`src/rtl/sd_first_seq_pkg.sv`:
```
package sd_first_seq_pkg;

  typedef enum logic [2:0] {
    ST_IDLE   = 3'd0,
    ST_DBNC   = 3'd1,
    ST_SDINIT = 3'd2,
    ST_SD     = 3'd3,
    ST_CLKOFF = 3'd4,
    ST_PWR    = 3'd5,
    ST_PCIE   = 3'd6
  } seq_st_e;

  typedef enum logic [1:0] {
    MODE_NONE = 2'b00,
    MODE_SD   = 2'b01,
    MODE_PCIE = 2'b10,
    MODE_INIT = 2'b11
  } card_mode_e;

endpackage

```
`src/rtl/sd_first_seq_dbnc.sv`:
```
module sd_first_seq_dbnc #(
  parameter int CNT_W = 8
) (
  input  logic             clk_i,
  input  logic             rst_ni,
  input  logic             arm_i,
  input  logic             tick_i,
  input  logic [CNT_W-1:0] limit_i,
  output logic             done_o
);
  localparam logic [CNT_W-1:0] CNT_MAX = {CNT_W{1'b1}};

  logic [CNT_W-1:0] cnt_q;

  always_ff @(posedge clk_i or negedge rst_ni) begin
    if (!rst_ni)                         cnt_q <= '0;
    else if (!arm_i)                     cnt_q <= '0;
    else if (tick_i && cnt_q != CNT_MAX) cnt_q <= cnt_q + 1'b1;
  end

  assign done_o = arm_i && (cnt_q >= limit_i);
endmodule

```
`src/rtl/sd_first_seq_fsm.sv`:
```
module sd_first_seq_fsm
  import sd_first_seq_pkg::*;
(
  input  logic    clk_i,
  input  logic    rst_ni,
  input  logic    card_det_i,
  input  logic    vdd1_good_i,
  input  logic    dbnc_done_i,
  input  logic    cmd8_done_i,
  input  logic    pcie_sup_i,
  output seq_st_e st_o
);
  seq_st_e st_q, st_d;

  always_comb begin
    st_d = st_q;
    if (!card_det_i || !vdd1_good_i) begin
      st_d = ST_IDLE;  // removal or rail loss wins over everything
    end else begin
      unique case (st_q)
        ST_IDLE:   st_d = ST_DBNC;
        ST_DBNC:   if (dbnc_done_i) st_d = ST_SDINIT;
        ST_SDINIT: if (cmd8_done_i) st_d = pcie_sup_i ? ST_CLKOFF : ST_SD;
        ST_CLKOFF: st_d = ST_PWR;
        ST_PWR:    st_d = ST_PCIE;
        ST_SD:     st_d = ST_SD;
        ST_PCIE:   st_d = ST_PCIE;
        default:   st_d = ST_IDLE;
      endcase
    end
  end

  always_ff @(posedge clk_i or negedge rst_ni) begin
    if (!rst_ni) st_q <= ST_IDLE;
    else         st_q <= st_d;
  end

  assign st_o = st_q;
endmodule

```
`src/rtl/sd_first_seq_out.sv`:
```
module sd_first_seq_out
  import sd_first_seq_pkg::*;
(
  input  seq_st_e    st_i,
  output logic       sd_clk_en_o,
  output logic       cmd8_req_o,
  output logic       vdd2_en_o,
  output logic       pcie_prsnt_en_o,
  output card_mode_e mode_o
);
  always_comb begin
    sd_clk_en_o     = 1'b0;
    cmd8_req_o      = 1'b0;
    vdd2_en_o       = 1'b0;
    pcie_prsnt_en_o = 1'b0;
    mode_o          = MODE_NONE;
    unique case (st_i)
      ST_SDINIT: begin sd_clk_en_o = 1'b1; cmd8_req_o = 1'b1; mode_o = MODE_INIT; end
      ST_SD:     begin sd_clk_en_o = 1'b1; mode_o = MODE_SD; end
      ST_CLKOFF: mode_o = MODE_INIT;
      ST_PWR:    begin vdd2_en_o = 1'b1; mode_o = MODE_INIT; end
      ST_PCIE:   begin vdd2_en_o = 1'b1; pcie_prsnt_en_o = 1'b1; mode_o = MODE_PCIE; end
      default:   mode_o = MODE_NONE;
    endcase
  end
endmodule

```
`src/rtl/sd_first_seq.sv`:
```
module sd_first_seq
  import sd_first_seq_pkg::*;
#(
  parameter int CNT_W    = 8,
  parameter int RESP_W   = 12,
  parameter int PCIE_BIT = 8
) (
  input  logic              clk_i,
  input  logic              rst_ni,
  input  logic              card_det_i,
  input  logic              vdd1_good_i,
  input  logic              tick_i,
  input  logic [CNT_W-1:0]  dbnc_ticks_i,
  input  logic              cmd8_done_i,
  input  logic [RESP_W-1:0] cmd8_resp_i,
  output logic              sd_clk_en_o,
  output logic              cmd8_req_o,
  output logic              vdd2_en_o,
  output logic              pcie_prsnt_en_o,
  output logic [1:0]        mode_o
);
  seq_st_e    st;
  logic       dbnc_done;
  card_mode_e mode;

  sd_first_seq_dbnc #(.CNT_W(CNT_W)) u_dbnc (
    .clk_i   (clk_i),
    .rst_ni  (rst_ni),
    .arm_i   (st == ST_DBNC),
    .tick_i  (tick_i),
    .limit_i (dbnc_ticks_i),
    .done_o  (dbnc_done)
  );

  sd_first_seq_fsm u_fsm (
    .clk_i       (clk_i),
    .rst_ni      (rst_ni),
    .card_det_i  (card_det_i),
    .vdd1_good_i (vdd1_good_i),
    .dbnc_done_i (dbnc_done),
    .cmd8_done_i (cmd8_done_i),
    .pcie_sup_i  (cmd8_resp_i[PCIE_BIT]),
    .st_o        (st)
  );

  sd_first_seq_out u_out (
    .st_i            (st),
    .sd_clk_en_o     (sd_clk_en_o),
    .cmd8_req_o      (cmd8_req_o),
    .vdd2_en_o       (vdd2_en_o),
    .pcie_prsnt_en_o (pcie_prsnt_en_o),
    .mode_o          (mode)
  );

  assign mode_o = mode;
endmodule

```
`config.mk`:
```
export PLATFORM = sky130hd
export DESIGN_NAME = sd_first_seq
export DESIGN_NICKNAME = d
export VERILOG_FILES = /design/src/rtl/sd_first_seq_pkg.sv /design/src/rtl/sd_first_seq_dbnc.sv /design/src/rtl/sd_first_seq_fsm.sv /design/src/rtl/sd_first_seq_out.sv /design/src/rtl/sd_first_seq.sv
export SDC_FILE = /design/constraint.sdc
export NUM_CORES = 1
export LEC_CHECK = 0
export BUFFER_PORTS_ARGS = -buffer_cell sky130_fd_sc_hd__buf_2
export CORE_UTILIZATION = 50
export CTS_CLUSTER_DIAMETER = 60
export DETAILED_ROUTE_END_ITERATION = 8
export PLACE_DENSITY = 0.81
export SYNTH_ARGS = -nofsm -noshare
export SYNTH_HDL_FRONTEND = slang
export SYNTH_SLANG_ARGS = --single-unit
```
`constraint.sdc`:
```
create_clock -name clk_i -period 4.17 [get_ports clk_i]
set_input_delay 0 -clock clk_i [delete_from_list [all_inputs] [get_ports clk_i]]
set_output_delay 0 -clock clk_i [all_outputs]
set_load 0.05 [all_outputs]
```
==> flow_summary.ini <==
[floorplanning]
dieArea_sq_um = 1870
die_h_um = 43.2
rows = 14
die_w_um = 43.2
io_pins = 32
core_sq_um = 1540
start_util_pct = 55.0

[sta]
hold_viol = 0
worst_pin_slew_ns = 0.356
rsz0062_at_grt = false
holdWs_ns = 0.0160
fin_setup_tns_ns = 0
fin_crit_sh_pct = 40.9
fmax_mhz = 586
finClkSkew_ns = 0.00468
setup_ws_ns = 2.46
finalCriticalPeriod_ns = 1.71
final_max_slew_viol_count = 0
slew_headroom_pct = 76.3
setup_viol_count_final = 0

[global_routing]
grt_pass1_vias = 624
antenna_found_initial = 0
grt_pass1_wl_um = 2670
gr-total-overflow = 0
grt_usage_pct = 19.6
grt_max_degree = 12

[yosys]
synth_top_family_by_area = simple AND/OR/NAND/NOR gates
ys_seq_area_share_pct = 32.4
ys_types = 34
ys_seq_elements = 11
yosysTopAreaCell = dfrtp_1
syn-num-nets = 130
ys.flop_type = dfrtp_1
synthXorXnorAreaFrac_pct = 6.19
synth_top_area_share_pct = 32.4
synth_edf_count = 0
mappedNetlistArea_sq_um = 848
ys_warn_count = 0
syn_avg_cell_area_sq_um = 8.93
synth_compound_area_share_pct = 17.7
synth_mux_area_share_pct = 2.36
post_synth_and_or_nand_nor_area_fraction_pct = 20.9
synth-async-reset-ratio_pct = 100
ys_top_cells_by_area = dfrtp_1 (32%), ha_1 (13%), nor2_1 (4.9%)
synthCells = 95
synthAdderAreaFrac_pct = 13.3

[clocking]
clk_pin_slew_ns = 0.07
post_cts_resized = 0
htree_levels = 1
clk_latency_ns = 0.27
cts_setup_buffers = 0
cts_sinks = 11
clockRootBuffer = clkbuf_4
cts_buffer_depth = 2
cts-buffers-inserted = 3
cts_tree = built

[worst_setup_path]
reg2reg_slack_ns = 2.46
crit_path_end_kind = flop
reg2reg_to = u_fsm.st_o[1]
crit_arrival_ns = 1.86
r2r_cells = 4
reg2reg_from = u_fsm.st_o[1]
crit_type = reg -> reg
crit_fanout = 10
worst_ep_required_time_ns = 4.32
start_kind = flop

[placed_design]
post-place-ws_ns = 2.49
placed_area_sq_um = 942
gp_congestion = 0.828
dp.final_hpwl_um = 1210
io_buffers = 20
place_inst = 128

[finish]
nets = 153
drive_gt1_share_pct = 21.4
fillers = 142
final_cells = 133
antenna_cells = 0
finish.utilization_pct = 63.5
regArea_sq_um = 275
layout_common_cells = buf_2 (20), nor2_1 (11), dfrtp_1 (11)
multiInputGateArea_sq_um = 513
area_delta_synth_final_pct = 15.3
layout_commonest_cell = buf_2
design_area_sq_um = 978

[pwr]
p_total_uw = 219
power_leakage_nw = 0.536
powerDensity_nw_per_um2 = 223
irDropWorstVdd_uv = 167

[detailed_routing]
drt-initial-drc-count = 25
vias = 749
wl_um = 1580
wl_met1_um = 770
dr.pass1.iters = 4
routedWlPerCell_um = 11.9
drc = 0
top_layer_used = met4
dr_wl_met3_um = 75
via_per_inst = 5.63
antenna_left = 0
met2WireLength_um = 725

[hold_path]
min_from = cmd8_resp_i[8]
holdPathEnd = u_fsm.st_o[2]
min_path_type = in -> reg
hold_depth = 3

[status]
outcome = finished clean

[flow_run]
drv_cap = 0
worst max-delay path by stage:
stage / depth (start not counted) / endpoint / slack, ns / startpoint
after detailed placement: 4 / u_fsm.st_o[1] / 2.49 / u_fsm.st_o[1]
after global placement: 4 / u_fsm.st_o[1] / 2.50 / u_fsm.st_o[1]
final: 4 / u_fsm.st_o[1] / 2.46 / u_fsm.st_o[1]
after floorplan: 5 / u_fsm.st_o[1] / 2.50 / u_fsm.st_o[1]
after CTS: 4 / u_fsm.st_o[1] / 2.47 / u_fsm.st_o[1]
after global routing: 4 / u_fsm.st_o[0] / 2.34 / u_fsm.st_o[1]
synth_stat cells, types with 3 or more instances:
cell,number
nand2b_1,3
nor2_1,11
inv_1,9
a31oi_1,3
a21oi_1,3
nand4_1,3
dfrtp_1,11
nand2_1,6
and3_1,3
ha_1,9
nand3_1,3
xnor2_1,4
sequential cells by signal, summed over array words and instances, names as in the netlist:
signal,cells
u_fsm.st_o,3
u_dbnc.cnt_q,8
logic make-up after synthesis:
family	Yosys count
XOR/XNOR	6
adder cells (fa/ha/maj)	9
buffers and inverters	12
AO/OA/AOI/OAI	20
AND/OR/NAND/NOR	35
flip-flops	11
multiplexers	2
critical path, cell delays in order (launching register included):
cell and delay [ns]:
dfrtp_1 0.47, or3b_1 0.58, a211oi_2 0.25, o211a_1 0.20
o31ai_1 0.08
layer usage:
metal / track usage, % / vias to the layer above
met1: 27.5 / 342
li1: - / 382
met2: 27.2 / 23
met5: 0 / -
met3: 6.38 / 2
met4: 9.09 / 0
report_power, final:
group	total [mW]	leakage [nW]	internal, mW	switching, mW
clock network	0.0731	0.0150	0.0370	0.0361
registers	0.110	0.152	0.108	0.00217
logic	0.0351	0.369	0.0152	0.0199
final cells by class:
| type | count | share of cell area (%) |
|---|---|---|
| multi-input cells | 72 | 52.4 |
| flip-flops and latches | 11 | 28.1 |
| repair buffers | 21 | 11.3 |
| inverters | 9 | 3.45 |
| clock buffers | 4 | 2.69 |
| well taps | 16 | 2.05 |
what timing repair did:
| action | in CTS | in global routing |
|---|---|---|
| hold buffers | 1 | 0 |
| endpoints found under the hold margin | 11 | 0 |
| setup endpoints to repair | 0 | 0 |
(Power assumes the default switching activity.)
